--- config.mk ---
export PLATFORM = sky130hd
export DESIGN_NAME = irq_coalesce_unit
export DESIGN_NICKNAME = d
export VERILOG_FILES = /design/src/rtl/irqc_pkg.sv /design/src/rtl/irqc_prescaler.sv /design/src/rtl/irqc_delay_timer.sv /design/src/rtl/irqc_cmpl_counter.sv /design/src/rtl/irqc_status.sv /design/src/rtl/irq_coalesce_unit.sv
export SDC_FILE = /design/constraint.sdc
export NUM_CORES = 1
export LEC_CHECK = 0
export BUFFER_PORTS_ARGS = -buffer_cell sky130_fd_sc_hd__buf_2
export CORE_MARGIN = 1
export CORE_UTILIZATION = 38
export CTS_BUF_LIST = sky130_fd_sc_hd__clkbuf_8
export DETAILED_ROUTE_END_ITERATION = 6
export GPL_TIMING_DRIVEN = 0
export PLACE_DENSITY = 0.87
export SLEW_MARGIN = 0
export SYNTH_ARGS = -nofsm -noshare
export SYNTH_HDL_FRONTEND = slang
export SYNTH_SLANG_ARGS = --single-unit
export TNS_END_PERCENT = 100
--- constraint.sdc ---
create_clock -name clk -period 1.7 [get_ports clk]
set_input_delay 0.255 -clock clk [delete_from_list [all_inputs] [get_ports clk]]
set_output_delay 0.255 -clock clk [all_outputs]
set_load 0.01 [all_outputs]
--- src/rtl/irqc_pkg.sv ---
package irqc_pkg;

    localparam int FLD_W    = 8;
    localparam int THR_LSB  = 16;
    localparam int DLY_LSB  = 24;
    localparam int PEND_LSB = 12;
    localparam int NSRC     = 3;

    // Pending / enable vector; bit order follows bits 14:12.
    typedef struct packed {
        logic fault;   // bit 14
        logic delay;   // bit 13
        logic cmpl;    // bit 12
    } irq_src_t;

    // Readback word layout.
    typedef struct packed {
        logic [FLD_W-1:0] tmr;    // 31:24
        logic [FLD_W-1:0] cnt;    // 23:16
        logic             rsv_hi; // 15
        irq_src_t         pend;   // 14:12
        logic [11:0]      rsv_lo; // 11:0
    } stat_word_t;

    function automatic logic [FLD_W-1:0] ctrl_thr(input logic [31:0] c);
        return c[THR_LSB +: FLD_W];
    endfunction

    function automatic logic [FLD_W-1:0] ctrl_dly(input logic [31:0] c);
        return c[DLY_LSB +: FLD_W];
    endfunction

    function automatic irq_src_t src_field(input logic [31:0] w);
        return irq_src_t'(w[PEND_LSB +: NSRC]);
    endfunction

endpackage

--- src/rtl/irqc_prescaler.sv ---
module irqc_prescaler #(
    parameter int DIV = 4
) (
    input  logic clk,
    input  logic rst,
    input  logic restart_i,
    output logic tick_o
);
    localparam int PW = (DIV > 1) ? $clog2(DIV) : 1;
    localparam logic [PW-1:0] LAST = PW'(DIV - 1);

    logic [PW-1:0] phase_q;

    always_ff @(posedge clk) begin
        if (rst || restart_i) begin
            phase_q <= '0;
        end else if (phase_q == LAST) begin
            phase_q <= '0;
        end else begin
            phase_q <= phase_q + 1'b1;
        end
    end

    assign tick_o = (phase_q == LAST);
endmodule

--- src/rtl/irqc_delay_timer.sv ---
module irqc_delay_timer
    import irqc_pkg::*;
(
    input  logic             clk,
    input  logic             rst,
    input  logic             load_i,
    input  logic [FLD_W-1:0] load_val_i,
    input  logic             tick_i,
    output logic [FLD_W-1:0] tmr_o,
    output logic             expire_o
);
    logic [FLD_W-1:0] tmr_q;

    always_ff @(posedge clk) begin
        if (rst) begin
            tmr_q <= '0;
        end else if (load_i) begin
            tmr_q <= load_val_i;
        end else if (tick_i && (tmr_q != '0)) begin
            tmr_q <= tmr_q - 1'b1;
        end
    end

    // A load in the same cycle restarts the countdown instead.
    assign expire_o = tick_i && !load_i && (tmr_q == FLD_W'(1));
    assign tmr_o    = tmr_q;
endmodule

--- src/rtl/irqc_cmpl_counter.sv ---
module irqc_cmpl_counter
    import irqc_pkg::*;
(
    input  logic             clk,
    input  logic             rst,
    input  logic             start_i,
    input  logic             cmpl_i,
    input  logic             expire_i,
    input  logic [FLD_W-1:0] thr_i,
    output logic [FLD_W-1:0] cnt_o,
    output logic             hit_o
);
    logic [FLD_W-1:0] cnt_q;
    logic             last;

    assign last  = (cnt_q <= FLD_W'(1));
    assign hit_o = cmpl_i && !start_i && last;

    always_ff @(posedge clk) begin
        if (rst) begin
            cnt_q <= FLD_W'(1);
        end else if (start_i) begin
            cnt_q <= thr_i;
        end else if (cmpl_i) begin
            cnt_q <= last ? thr_i : cnt_q - 1'b1;
        end else if (expire_i) begin
            cnt_q <= thr_i;
        end
    end

    assign cnt_o = cnt_q;
endmodule

--- src/rtl/irqc_status.sv ---
module irqc_status
    import irqc_pkg::*;
(
    input  logic     clk,
    input  logic     rst,
    input  irq_src_t set_i,
    input  irq_src_t clr_i,
    input  irq_src_t en_i,
    output irq_src_t pend_o,
    output logic     irq_o
);
    irq_src_t pend_q;
    logic     irq_q;

    always_ff @(posedge clk) begin
        if (rst) begin
            pend_q <= '0;
            irq_q  <= 1'b0;
        end else begin
            // Set beats clear so no event is lost.
            pend_q <= irq_src_t'((pend_q & ~clr_i) | set_i);
            irq_q  <= |(pend_q & en_i);
        end
    end

    assign pend_o = pend_q;
    assign irq_o  = irq_q;
endmodule

--- src/rtl/irq_coalesce_unit.sv ---
module irq_coalesce_unit
    import irqc_pkg::*;
#(
    parameter int TICK_DIV = 4
) (
    input  logic        clk,
    input  logic        rst,
    input  logic        cmpl_pulse_i,
    input  logic        run_start_i,
    input  logic        fault_pulse_i,
    input  logic [31:0] ctrl_word_i,
    input  logic        stat_wr_i,
    input  logic [31:0] stat_wdata_i,
    output logic [31:0] stat_word_o,
    output logic        irq_o
);
    logic             tick;
    logic             expire;
    logic             hit;
    logic [FLD_W-1:0] tmr;
    logic [FLD_W-1:0] cnt;
    irq_src_t         set_v;
    irq_src_t         clr_v;
    irq_src_t         pend;
    stat_word_t       word;
    logic             unused_bits;

    assign unused_bits = ^{ctrl_word_i[PEND_LSB-1:0], ctrl_word_i[THR_LSB-1],
                           stat_wdata_i[31:PEND_LSB+NSRC], stat_wdata_i[PEND_LSB-1:0]};

    irqc_prescaler #(.DIV(TICK_DIV)) i_presc (
        .clk       (clk),
        .rst       (rst),
        .restart_i (cmpl_pulse_i),
        .tick_o    (tick)
    );

    irqc_delay_timer i_timer (
        .clk        (clk),
        .rst        (rst),
        .load_i     (cmpl_pulse_i),
        .load_val_i (ctrl_dly(ctrl_word_i)),
        .tick_i     (tick),
        .tmr_o      (tmr),
        .expire_o   (expire)
    );

    irqc_cmpl_counter i_cnt (
        .clk      (clk),
        .rst      (rst),
        .start_i  (run_start_i),
        .cmpl_i   (cmpl_pulse_i),
        .expire_i (expire),
        .thr_i    (ctrl_thr(ctrl_word_i)),
        .cnt_o    (cnt),
        .hit_o    (hit)
    );

    always_comb begin
        set_v       = '0;
        set_v.cmpl  = hit;
        set_v.delay = expire;
        set_v.fault = fault_pulse_i;
        clr_v       = stat_wr_i ? src_field(stat_wdata_i) : '0;
    end

    irqc_status i_stat (
        .clk    (clk),
        .rst    (rst),
        .set_i  (set_v),
        .clr_i  (clr_v),
        .en_i   (src_field(ctrl_word_i)),
        .pend_o (pend),
        .irq_o  (irq_o)
    );

    always_comb begin
        word      = '0;
        word.tmr  = tmr;
        word.cnt  = cnt;
        word.pend = pend;
    end

    assign stat_word_o = word;
endmodule

Yosys cells after proc, flatten, opt, wreduce, memory -nomap -nowiden
Cells that the tools add are included.
{ "word_totals": {"inputBits": 70, "ff_bits": 22, "word_cells": 37, "output_inout_bits": 33} }
{ "classes": {"addsub": 3, "n_lt_le_gt_ge": 1, "muxes": 7, "eq_ne": 2, "reduce_logical": 13, "bitwise_logic": 4} }
{ "op_table": {"columns": ["cell", "n"], "rows": [
  ["$mux 8", 6],
  ["$sub 8x1->8 const B", 2],
  ["$eq 8x1->1 const B", 1],
  ["$le 8x1->1 const B", 1],
  ["$reduce_bool 8->1", 1],
  ["$and 3x3->3", 2],
  ["$logic_and 1x1->1", 5],
  ["$mux 3", 1],
  ["$not 3->3", 1],
  ["$or 3x3->3", 1],
  ["$reduce_bool 3->1", 1],
  ["$reduce_or 3->1", 1],
  ["$add 2x1->2 const B", 1],
  ["$eq 2x2->1 const B", 1],
  ["$logic_not 1->1", 2],
  ["$reduce_bool 2->1", 1],
  ["$reduce_or 2->1", 1],
  ["$logic_or 1x1->1", 1]
]} }

Longest topological paths before layout
{ "logic_depth": {"word_depth": 6, "ltp_mapped": 9, "mapped_depth_nobuf": 7} }

Modules after synthesis
From an unflattened synthesis, not the netlist that was laid out.
{ "unflattened": {"cells_unflattened": 174, "area_unflattened_um2": 1511.4} }
{ "modules_own_cells": {"columns": ["mod", "cells_per_inst", "instances", "seq_area_each_um2", "area_each_um2"], "rows": [
  ["irqc_cmpl_counter", 74, 1, 160.2, 621.8],
  ["irqc_delay_timer", 63, 1, 160.2, 550.5],
  ["irqc_status", 15, 1, 80.1, 138.9],
  ["irq_coalesce_unit", 17, 1, 0.0, 120.1],
  ["irqc_prescaler", 5, 1, 40.0, 80.1]
]} }

Worst setup path before layout
Ideal clock, no wire load.
{ "synth_timing": {"kind": "register to register", "startpoint": "reg i_cnt.cnt_q[0] (netlist: i_cnt.cnt_o[0])", "endpoint": "reg i_cnt.cnt_q[2] (netlist: i_cnt.cnt_o[2])", "required_ns": 1.629, "setup_time_ns": 0.071, "path_buffers": 2, "arrival_time_ns": 1.715, "path_stages_with_launch": 10, "slack_ns": -0.085, "period_less_slack_ns": 1.785, "cell_sequence": "dfxtp_1 inv_1 ha_1 clkbuf_1 nor2_1 o31ai_4 buf_6 nor3b_1 o21ai_0 a21oi_1"} }
{ "synth_via": {"elab_chain_cells": 4, "word_cells_on_any_way": 5, "cone_classes": "1 x add/sub; 1 x order compare; 3 x mux"} }
{ "synth_rtl": {"columns": ["item", "line", "source"], "rows": [
  ["from (decl)", "irqc_cmpl_counter.sv:13", "logic [FLD_W-1:0] cnt_q;"],
  ["from (signal assigned)", "irqc_cmpl_counter.sv:23", "cnt_q <= thr_i;"],
  ["from (signal assigned)", "irqc_cmpl_counter.sv:25", "cnt_q <= last ? thr_i : cnt_q - 1'b1;"],
  ["from (signal assigned)", "irqc_cmpl_counter.sv:27", "cnt_q <= thr_i;"],
  ["$sub 8x1->8 / $le 8x1->1 (equally long branches)", "irqc_cmpl_counter.sv:25, irqc_cmpl_counter.sv:16", null],
  ["$mux 8 *", "irqc_cmpl_counter.sv:25", null],
  ["$mux 8 *", "irqc_cmpl_counter.sv:24", "end else if (cmpl_i) begin"],
  ["$mux 8 *", "irqc_cmpl_counter.sv:22", "end else if (start_i) begin"]
]} }
Every way passes the cells marked *; elsewhere a longest branch is shown, timed or not.
A chain may end at the register's enable or synchronous reset.

Worst setup path after layout
{ "layout_timing": {"startpoint": "reg i_timer.tmr_q[0] (netlist: i_timer.tmr_o[0])", "endpoint": "reg i_timer.tmr_q[2] (netlist: i_timer.tmr_o[2])"} }
{ "layout_via": {"elab_chain_cells": 3, "word_cells_on_any_way": 6, "cone_classes": "1 x add/sub; 2 x mux; 3 x reduce/logical"} }
{ "layout_rtl": {"columns": ["item", "line", "source"], "rows": [
  ["from (decl)", "irqc_delay_timer.sv:12", "logic [FLD_W-1:0] tmr_q;"],
  ["from (signal assigned)", "irqc_delay_timer.sv:18", "tmr_q <= load_val_i;"],
  ["from (signal assigned)", "irqc_delay_timer.sv:20", "tmr_q <= tmr_q - 1'b1;"],
  ["$sub 8x1->8 / $reduce_bool 8->1 (equally long branches)", "irqc_delay_timer.sv:20, irqc_delay_timer.sv:19", null],
  ["$mux 8 / $logic_and 1x1->1 (equally long branches)", "irqc_delay_timer.sv:19", "end else if (tick_i && (tmr_q != '0)) begin"],
  ["$mux 8 / $reduce_bool 2->1 (equally long branches)", null, null]
]} }
Several ways; a longest one is shown, not always the timed one. The select of a mux whose other input is x is not followed.

==> metrics <==
largest net degree at the start of global routing 13; gpl congestion 0.920; Synth Flop Type dfxtp_1; post-synthesis cell count 177; DRT Wirelength 4420 µm; WP buf/inv 2; PwrDens 677 mW/mm²; # IOs 103; Slew Limit Fails 0; area of the mapped netlist 0.00144 mm²; DIE AREA 0.00404 mm²; Avg Inst Size Synth 8.13 µm²; post-synthesis sequential area ratio 30.6%; share of layout cells above drive strength 1 51.7%; Setup CP Type flip-flop to flip-flop; Clock Sinks 22; drt wl/cell 14.4 µm; Crit path arrival time 2020 ps; Die X 63.5 µm; Die Height 63.5 µm; clk_skew 9.68 ps; Leak Pwr 0.000974 µW; post-cts hold buffer count 0; Placeable Area 0.00347 mm²; max incr delay on CP 400 ps; Net count, final 338; Worst VDD drop 0.408 mV; Startpoint Class flip-flop; ANT cells 0; cells along the critical path inv_2 > ha_4 > or3b_4 > o211ai_1 > buf_4 > xnor2_2 > nand2_1 > a21oi_1; Ys Warns 0; critical path required time 1900 ps; period utilisation layout 107%; Std-Cell Rows 21; failing checks setup timing; Synth-to-Final Area Change 51.1%; Pre-antenna DRT Iters 4; GRT overflow 0; initial antenna violation count 0; clock slew at reported path FFs 80 ps; clock root buffer clkbuf_8; RSZ-0062 raised after global routing yes; largest buffer count on any clock path 2; Final Hold Fails 0; max-cap violation count 0; Initial Utilization 41.5%; Post-DP HPWL 2640 µm; Hold Crit Class input port to flip-flop; DRC 0; flip-flop and latch count after synthesis 22; Slowest cell on crit path or3b_4; Distinct cells, synth 45; CTS buffer count 3; min Tclk post-route 1820 ps; setup_tns -1020 ps; drt first-iter violations 115; Total GRT Usage 20.5%; first-pass GRT wire length 6480 µm; Buffers on Ports 47; # setup viols final 16; fin util 62.7%; ys async rst share 0%; status complete, but fails checks; CTS tree built; routed vias/inst 5.21; worst-path fanout max 4; DR vias 1600; Post-synth EDFFs 0; DRT antenna net count 0; number of H-tree levels 1; Worst Setup Slack, final -121 ps; vias in the first global route 1426; CP top delay family simple AND/OR/NAND/NOR gates; clk_lat worst skew 270 ps; kind of end point of the critical path flip-flop; Peak Freq 549 MHz
stage by stage:
step / instances / setup WS [ps] / total power (µW) / hold WS, ps / instance area, µm²
after global placement: 282 / -127 / 968 / 408 / 1800
after floorplan: 189 / -31.6 / 864 / 372 / 1510
after CTS: 297 / -73.5 / 1400 / 189 / 2010
after detailed placement: 282 / -163 / 977 / 430 / 1800
final: 307 / -121 / 1470 / 196 / 2170
after global routing: 307 / -178 / 1550 / 201 / 2170
area by class of cell:
class	count	area [µm²]
clock buffers	4	55.1
flip-flops and latches	22	473
plain buffers	19	153
well taps	46	57.6
inverters	7	31.3
fillers	294	1290
repair buffers	68	409
multi-input cells	141	996
layout by cell type, fill, tap and decap left out, types with 5 or more instances in the layout:
cell type	instances
buf_2	47
buf_4	32
nand2_1	17
conb_1	13
nor2_1	12
dfxtp_1	12
a21oi_1	11
nor3_1	8
dfxtp_4	8
o21ai_1	7
o211ai_1	6
clkbuf_8	5
xnor2_1	5
synth_stat cells, types with 2 or more instances:
| library cell | n | area [µm²] |
|---|---|---|
| a211oi_2 | 2 | 25.0 |
| a21oi_1 | 16 | 80.1 |
| a31oi_1 | 2 | 12.5 |
| and2_1 | 3 | 18.8 |
| buf_4 | 13 | 97.6 |
| buf_6 | 4 | 45.0 |
| clkbuf_1 | 3 | 11.3 |
| dfxtp_1 | 22 | 440 |
| ha_1 | 6 | 75.1 |
| inv_1 | 7 | 26.3 |
| nand2_1 | 19 | 71.3 |
| nand3_1 | 4 | 20.0 |
| nor2_1 | 14 | 52.6 |
| nor3_1 | 10 | 50.1 |
| nor4_1 | 2 | 12.5 |
| o211ai_1 | 6 | 45.0 |
| o21ai_0 | 9 | 45.0 |
| o21ai_1 | 2 | 10.0 |
| or3_1 | 2 | 12.5 |
| xnor2_1 | 6 | 52.6 |
sequential cells by signal, summed over array words and instances, names as in the netlist:
signal and flops:
i_timer.tmr_o 8, i_stat.pend_o 3, i_cnt.cnt_o 8, i_stat.irq_o 1, i_presc.phase_q 2
metal layers:
| layer | wire length [µm] | global-route usage [%] |
|---|---|---|
| met3 | 254 | 4.89 |
| met2 | 2290 | 35.8 |
| met5 | 0 | 0 |
| met1 | 1800 | 24.5 |
| met4 | 74 | 5.97 |
final timing paths:
check | from | end | slack [ps] | depth (start not counted)
worst max register to register | i_timer.tmr_o[0] | i_timer.tmr_o[2] | -120 | 8
worst max-delay path | i_timer.tmr_o[0] | i_timer.tmr_o[2] | -120 | 8
worst min-delay path | fault_pulse_i | i_stat.pend_o[2] | 200 | 3
worst min register to register | i_presc.phase_q[0] | i_presc.phase_q[0] | 460 | 1
power breakdown:
group	leakage [µW]	switching, µW	internal (µW)
Combinational	0.000759	254	247
Sequential	0.000187	46.3	550
Clock	0.0000288	169	207
Total	0.000974	469	1000
kinds of logic after synthesis:
| group | share of synthesized area (%) |
|---|---|
| buffers and inverters | 12.5 |
| AO/OA/AOI/OAI | 21.8 |
| AND/OR/NAND/NOR | 25.2 |
| adder cells (fa/ha/maj) | 5.22 |
| multiplexers | 0.696 |
| XOR/XNOR | 3.65 |
| other | 0.261 |
| flip-flops | 30.6 |
worst reg2reg max path: cells and delay by family, from the launching register on:
kind / cells / cell delay, ps
AO/OA/AOI/OAI: 2 / 420
buffers and inverters: 2 / 280
AND/OR/NAND/NOR: 2 / 460
XOR/XNOR: 1 / 100
flip-flops: 1 / 360
adder cells (fa/ha/maj): 1 / 130
timing repair:
item / CTS / global route
pin swaps: 19 / 21
buffers inserted: 10 / 10
setup endpoints to repair: 15 / 17
endpoints found under the hold margin: 0 / 0
resized for setup: 26 / 24
gates cloned: 2 / 0
No activity file was read; power rests on OpenSTA's default activity.
